[src/rtl/ifd_pkg.sv]
package ifd_pkg;
  localparam int unsigned WORD_W = 16;
  localparam int unsigned REG_W  = 4;
  localparam int unsigned MODE_W = 2;
  localparam int unsigned OFF_W  = 10;
  localparam int unsigned EXT_W  = 2;

  localparam logic [REG_W-1:0] REG_PC = 4'd0;
  localparam logic [REG_W-1:0] REG_SR = 4'd2;
  localparam logic [REG_W-1:0] REG_CG = 4'd3;

  typedef enum logic [1:0] {
    FMT_NONE   = 2'd0,
    FMT_DOUBLE = 2'd1,
    FMT_SINGLE = 2'd2,
    FMT_JUMP   = 2'd3
  } fmt_e;

  // literal produced by the constant-generating register pairs
  function automatic logic [WORD_W-1:0] cg_literal(
      input logic [REG_W-1:0] r, input logic [MODE_W-1:0] m, input logic is_byte);
    logic [WORD_W-1:0] v;
    v = '0;
    if (r == REG_CG) begin
      case (m)
        2'd0: v = 16'd0;
        2'd1: v = 16'd1;
        2'd2: v = 16'd2;
        default: v = is_byte ? 16'h00FF : 16'hFFFF;
      endcase
    end else if (r == REG_SR) begin
      if (m == 2'd2) v = 16'd4;
      else if (m == 2'd3) v = 16'd8;
    end
    return v;
  endfunction

  function automatic logic cg_hit(input logic [REG_W-1:0] r, input logic [MODE_W-1:0] m);
    return (r == REG_CG) || (r == REG_SR && m[1]);
  endfunction
endpackage

[src/rtl/ifd_format_classifier.sv]
module ifd_format_classifier
  import ifd_pkg::*;
(
  input  logic [WORD_W-1:0] word,
  output fmt_e              fmt,
  output logic              legal
);
  logic [2:0] one_op;
  logic       one_op_ok;

  assign one_op    = word[9:7];
  // operation codes 1, 3, 5 have no byte form; 6 and 7 are unassigned
  assign one_op_ok = (one_op <= 3'd5) && !(one_op[0] && word[6]);

  always_comb begin
    fmt   = FMT_NONE;
    legal = 1'b0;
    if (word[15:14] != 2'b00) begin
      fmt   = FMT_DOUBLE;
      legal = 1'b1;
    end else if (word[15:13] == 3'b001) begin
      fmt   = FMT_JUMP;
      legal = 1'b1;
    end else if (word[15:10] == 6'b000100 && one_op_ok) begin
      fmt   = FMT_SINGLE;
      legal = 1'b1;
    end
  end
endmodule

[src/rtl/ifd_src_resolver.sv]
module ifd_src_resolver
  import ifd_pkg::*;
(
  input  logic [REG_W-1:0]  src_reg,
  input  logic [MODE_W-1:0] src_mode,
  input  logic              is_byte,
  input  logic              used,
  output logic              is_const,
  output logic [WORD_W-1:0] const_val,
  output logic              is_abs,
  output logic              need_ext,
  output logic [1:0]        inc_step
);
  logic hit;
  assign hit       = used && cg_hit(src_reg, src_mode);
  assign is_const  = hit;
  assign const_val = hit ? cg_literal(src_reg, src_mode, is_byte) : '0;
  assign is_abs    = used && (src_reg == REG_SR) && (src_mode == 2'd1);
  assign need_ext  = used && (((src_mode == 2'd1) && (src_reg != REG_CG)) ||
                              ((src_mode == 2'd3) && (src_reg == REG_PC)));
  assign inc_step  = (used && src_mode == 2'd3 && !hit && src_reg != REG_PC)
                     ? (is_byte ? 2'd1 : 2'd2) : 2'd0;
endmodule

[src/rtl/instr_field_decoder.sv]
module instr_field_decoder
  import ifd_pkg::*;
(
  input  logic        clk,
  input  logic        rst_n,
  input  logic        in_valid,
  input  logic [15:0] in_word,
  output logic        out_valid,
  output logic        out_illegal,
  output logic [1:0]  out_fmt,
  output logic [3:0]  out_opcode,
  output logic [3:0]  out_src_reg,
  output logic [1:0]  out_src_mode,
  output logic [3:0]  out_dst_reg,
  output logic        out_dst_mode,
  output logic        out_byte,
  output logic        out_src_const,
  output logic [15:0] out_const_val,
  output logic        out_src_abs,
  output logic        out_dst_abs,
  output logic [1:0]  out_inc_step,
  output logic [1:0]  out_ext_words,
  output logic [15:0] out_jump_off
);
  fmt_e              fmt_w;
  logic              legal_w;
  logic [3:0]        opc_w, sreg_w, dreg_w;
  logic [1:0]        smode_w;
  logic              dmode_w, byte_w, src_used_w;
  logic              cst_w, sabs_w, sext_w;
  logic [15:0]       cval_w;
  logic [1:0]        step_w;
  logic              dabs_w, dext_w;
  logic [1:0]        ext_w;
  logic [15:0]       joff_w;

  ifd_format_classifier u_cls (
    .word (in_word),
    .fmt  (fmt_w),
    .legal(legal_w)
  );

  always_comb begin
    opc_w   = '0;
    sreg_w  = '0;
    dreg_w  = '0;
    smode_w = '0;
    dmode_w = 1'b0;
    byte_w  = 1'b0;
    joff_w  = '0;
    unique case (fmt_w)
      FMT_DOUBLE: begin
        opc_w   = in_word[15:12];
        sreg_w  = in_word[11:8];
        dmode_w = in_word[7];
        byte_w  = in_word[6];
        smode_w = in_word[5:4];
        dreg_w  = in_word[3:0];
      end
      FMT_SINGLE: begin
        opc_w   = {1'b0, in_word[9:7]};
        byte_w  = in_word[6];
        smode_w = in_word[5:4];
        sreg_w  = in_word[3:0];
      end
      FMT_JUMP: begin
        opc_w  = {1'b0, in_word[12:10]};
        joff_w = {{(WORD_W-OFF_W){in_word[OFF_W-1]}}, in_word[OFF_W-1:0]};
      end
      default: ;
    endcase
  end

  assign src_used_w = (fmt_w == FMT_DOUBLE) || (fmt_w == FMT_SINGLE);

  ifd_src_resolver u_src (
    .src_reg  (sreg_w),
    .src_mode (smode_w),
    .is_byte  (byte_w),
    .used     (src_used_w),
    .is_const (cst_w),
    .const_val(cval_w),
    .is_abs   (sabs_w),
    .need_ext (sext_w),
    .inc_step (step_w)
  );

  assign dext_w = (fmt_w == FMT_DOUBLE) && dmode_w;
  assign dabs_w = dext_w && (dreg_w == REG_SR);
  assign ext_w  = {1'b0, sext_w} + {1'b0, dext_w};

  always_ff @(posedge clk) begin
    if (!rst_n) begin
      out_valid     <= 1'b0;
      out_illegal   <= 1'b0;
      out_fmt       <= '0;
      out_opcode    <= '0;
      out_src_reg   <= '0;
      out_src_mode  <= '0;
      out_dst_reg   <= '0;
      out_dst_mode  <= 1'b0;
      out_byte      <= 1'b0;
      out_src_const <= 1'b0;
      out_const_val <= '0;
      out_src_abs   <= 1'b0;
      out_dst_abs   <= 1'b0;
      out_inc_step  <= '0;
      out_ext_words <= '0;
      out_jump_off  <= '0;
    end else begin
      out_valid   <= in_valid && legal_w;
      out_illegal <= in_valid && !legal_w;
      if (in_valid) begin
        out_fmt       <= fmt_w;
        out_opcode    <= opc_w;
        out_src_reg   <= sreg_w;
        out_src_mode  <= smode_w;
        out_dst_reg   <= dreg_w;
        out_dst_mode  <= dmode_w;
        out_byte      <= byte_w;
        out_src_const <= cst_w;
        out_const_val <= cval_w;
        out_src_abs   <= sabs_w;
        out_dst_abs   <= dabs_w;
        out_inc_step  <= step_w;
        out_ext_words <= ext_w;
        out_jump_off  <= joff_w;
      end
    end
  end


  pulse_excl_chk: assert property (@(posedge clk) disable iff (!rst_n)
    !(out_valid && out_illegal));

  idle_quiet_chk: assert property (@(posedge clk) disable iff (!rst_n)
    !in_valid |=> (!out_valid && !out_illegal));

  low_range_illegal_chk: assert property (@(posedge clk) disable iff (!rst_n)
    (in_valid && in_word[15:12] == 4'h0) |=> (out_illegal && out_fmt == 2'd0));

  jump_no_ext_chk: assert property (@(posedge clk) disable iff (!rst_n)
    (out_valid && out_fmt == 2'd3) |-> (out_ext_words == 2'd0));

  cg_const_chk: assert property (@(posedge clk) disable iff (!rst_n)
    (out_valid && out_fmt != 2'd3 && out_src_reg == 4'd3) |-> out_src_const);

  step_mode_chk: assert property (@(posedge clk) disable iff (!rst_n)
    (out_inc_step != 2'd0) |-> (out_src_mode == 2'd3 && !out_src_const));
endmodule

[config.mk]
export PLATFORM = sky130hd
export DESIGN_NAME = instr_field_decoder
export DESIGN_NICKNAME = d
export VERILOG_FILES = /design/src/rtl/ifd_pkg.sv /design/src/rtl/ifd_format_classifier.sv /design/src/rtl/ifd_src_resolver.sv /design/src/rtl/instr_field_decoder.sv
export SDC_FILE = /design/constraint.sdc
export NUM_CORES = 1
export LEC_CHECK = 0
export BUFFER_PORTS_ARGS = -buffer_cell sky130_fd_sc_hd__buf_2
export CAP_MARGIN = 0
export CORE_ASPECT_RATIO = 1.25
export CORE_UTILIZATION = 50
export CTS_CLUSTER_DIAMETER = 30
export CTS_CLUSTER_SIZE = 24
export DETAILED_ROUTE_END_ITERATION = 8
export GPL_ROUTABILITY_DRIVEN = 0
export PLACE_DENSITY_LB_ADDON = 0.15
export RECOVER_POWER = 50
export SYNTH_ARGS = -nofsm -noshare
export SYNTH_HDL_FRONTEND = slang
export SYNTH_SLANG_ARGS = --single-unit
[constraint.sdc]
create_clock -name clk -period 5.5 [get_ports clk]
set_input_delay 0.825 -clock clk [delete_from_list [all_inputs] [get_ports clk]]
set_output_delay 0.825 -clock clk [all_outputs]
set_load 0.1 [all_outputs]
==> results.sh <==
export IMPL_status="finished, violations left"
export IMPL_violations="DRC"
export IMPL_grt_max_degree=32
export IMPL_diodes=0
export IMPL_route_vias_total=1755
export IMPL_dieHeight_microns=71.4
export IMPL_min_period_over_period_pct=50.3
export IMPL_required_ps=5650
export IMPL_grt_overflow=0
export IMPL_yosys_area_top_type="dfxtp_1"
export IMPL_cts_sinks=43
export IMPL_synth_nets=237
export IMPL_rsz0062_at_grt="no"
export IMPL_fin_crit_ps=2770
export IMPL_async_flop_share_pct=0
export IMPL_grtUsageTotal_pct=21.8
export IMPL_synth_distinct_cells=46
export IMPL_yosys_warnings=0
export IMPL_postCtsResizedCells=0
export IMPL_path_max_fanout=15
export IMPL_ys_seq_area_share_pct=44.7
export IMPL_fmax_mhz=361
export IMPL_timing_hold_worst_class="register to register"
export IMPL_ctsHoldBuffers=0
export IMPL_worstMarginPinSlew_ps=1190
export IMPL_antenna_found_initial=0
export IMPL_largest_register="out_jump_off"
export IMPL_clock_latency_ps=290
export IMPL_cts_clk_slew_worst_paths_ps=80
export IMPL_cap_violations=0
export IMPL_largest_reg_flops=10
export IMPL_cts_tree="yes"
export IMPL_nets=292
export IMPL_rows=24
export IMPL_cts_inserted_buffers=5
export IMPL_cts_buffer_depth=2
export IMPL_critPathKind="input pin to register"
export IMPL_synth_edff_count=0
export IMPL_setup_viol=0
export IMPL_timing_setup_tns_ps=0
export IMPL_syn_to_final_growth_pct=16.1
export IMPL_ir_drop_mv=0.190
export IMPL_reg_top3="out_jump_off x10, out_const_val x6"
export IMPL_place_inst=304
export IMPL_die_w_microns=57.5
export IMPL_pre_cts_slack_ps=2470
export IMPL_crit_path_top_delay_cell="or2_0"
export IMPL_die_area_sq_mm=0.00411
export IMPL_postCtsSetupRepairBufs=0
export IMPL_power_density_mw_per_mm2=327
export IMPL_wl_per_cell_microns=14.6
export IMPL_syn_area_per_cell_sq_um=8.88
export IMPL_syn_area_sq_mm=0.00193
export IMPL_io_buffers=77
export IMPL_seq_area_sq_um=861
export IMPL_synth_seq_cells=43
export IMPL_detail_route_antenna_nets=0
export IMPL_synth_ff_type="dfxtp_1"
export IMPL_syn_instance_count=217
export IMPL_leakagePower_nw=0.897
export IMPL_startpoint_type="input pin"
export IMPL_layout_drive_gt1_share_pct=15.8
export IMPL_relSlewSlack_pct=21.2
export IMPL_arrival_ps=2920
export IMPL_crit_chain="clkbuf_1 > or2_0 > and2_1 > a32oi_1 > a21oi_1 > a211oi_1 > ha_1 > mux2i_1 > nor2_1"
export IMPL_first_iter_violations=64
export IMPL_layoutNonFillerInstCount=312
export IMPL_crit_buf_inv=1
export IMPL_via_per_inst=5.63
export IMPL_drc=6
export IMPL_io_pins=78
export IMPL_synth_top_cell_area_share_pct=44.7
export IMPL_fin_ws_ps=2730
export IMPL_multi_input_area_sq_um=876
export IMPL_final_hold_violation_count=0
export IMPL_final_max_slew_violation_count=0
export IMPL_critPathTopFamily="simple AND/OR/NAND/NOR gates"
export IMPL_htreeDepth=2
export IMPL_root_buffer="clkbuf_8"
export IMPL_firstDrtPassIters=6
export IMPL_coreArea_sq_mm=0.00357
export IMPL_synth_area_leaders="dfxtp_1 45%, buf_4 6.2%, nor2_1 5.3%"
export IMPL_hpwlAfterDp_microns=3280
export IMPL_critPathCaptureType="register"
export IMPL_wl_microns=4550
export IMPL_start_util_pct=53.9
export IMPL_clock_skew_final_ps=0
export IMPL_grt_pass1_wl_microns=6960
export IMPL_fill_cells=363
export IMPL_max_stage_delay_ps=490
export IMPL_grt_pass1_vias=1484
metrics by stage:
| stage | area [sq um] | hold WS, ps | power (mW) | util [%] |
|---|---|---|---|---|
| finish | 2240 | 461 | 0.733 | 62.6 |
| global route | 2240 | 485 | 0.758 | 62.6 |
| CTS | 2290 | 462 | 0.738 | 64.2 |
| global placement | 2180 | 434 | 0.500 | 61.1 |
| detailed placement | 2180 | 450 | 0.500 | 61.1 |
| floorplan | 1930 | 883 | 0.466 | - |
kinds of logic after synthesis:
group	share of synthesized area (%)
and+or+nand+nor	20.7
DFF	44.7
adders and majority gates	0.649
buffers and inverters	9.87
muxes	2.08
AOI/OAI and AO/OA	22.0
layout by cell type, fill, tap and decap left out, types with 2 or more instances in the layout:
cell,Yosys,final
nor4_1,3,3
nor2b_1,2,2
inv_1,2,2
o21a_1,3,3
nor3_1,4,4
nor2_1,27,27
a31oi_1,2,2
o21ai_0,4,4
a221o_1,2,2
dfxtp_1,43,43
a22oi_1,10,10
a22o_1,3,3
a21oi_1,14,14
mux2i_1,4,4
a221oi_1,2,2
clkbuf_1,7,46
and3_1,2,2
a32oi_1,3,3
nand4_1,2,2
clkbuf_8,0,5
nand3_1,7,7
nand2_1,21,21
buf_2,2,31
a211oi_1,4,4
a32o_1,4,4
path summary, 6_finish.rpt:
check	start	endpoint	slack, ps	depth (start not counted)
worst max-delay path	in_word[15]	out_ext_words[0]$_SDFFE_PN0P_	2730	9
worst min-delay path	out_src_mode[0]$_SDFFE_PN0P_	out_src_mode[0]$_SDFFE_PN0P_	460	2
worst max register to register	out_jump_off[14]$_SDFFE_PN0P_	out_jump_off[14]$_SDFFE_PN0P_	4740	2
worst min register to register	out_src_mode[0]$_SDFFE_PN0P_	out_src_mode[0]$_SDFFE_PN0P_	460	2
tightest hold or removal path: stages (launching register included):
cell	delay (ps)
dfxtp_1	310
nand2_1	50
a21oi_1	50
layout make-up:
class | count | area share (%)
flip-flops and latches | 43 | 38.5
clock buffers | 5 | 3.08
clock inverters | 3 | 1.96
multi-input cells | 142 | 39.1
well taps | 39 | 2.18
inverters | 3 | 0.503
repair buffers | 77 | 14.7
routing by layer:
layer / wire (microns) / up-vias / track usage [%]
li1: - / 889 / -
met1: 2080 / 791 / 28.3
met2: 2150 / 69 / 36.2
met3: 260 / 6 / 4.51
met4: 56 / 0 / 7.05
met5: 0 / - / 0
cell usage after synthesis (3+ instances only):
| cell | n |
|---|---|
| nor3_1 | 4 |
| a32oi_1 | 3 |
| o21ai_0 | 4 |
| nand3_1 | 7 |
| nor4_1 | 3 |
| dfxtp_1 | 43 |
| a22o_1 | 3 |
| a32o_1 | 4 |
| o21a_1 | 3 |
| mux2i_1 | 4 |
| a211oi_1 | 4 |
| clkbuf_1 | 7 |
| nand2_1 | 21 |
| a22oi_1 | 10 |
| a21oi_1 | 14 |
| nor2_1 | 27 |
| buf_1 | 3 |
| buf_4 | 16 |
where the power goes:
group	internal, mW	switching [mW]	leakage (nW)
Sequential	0.322	0.00570	0.351
Combinational	0.0270	0.135	0.488
Clock	0.135	0.108	0.0581
Total	0.484	0.248	0.897
(Power assumes the default switching activity.)
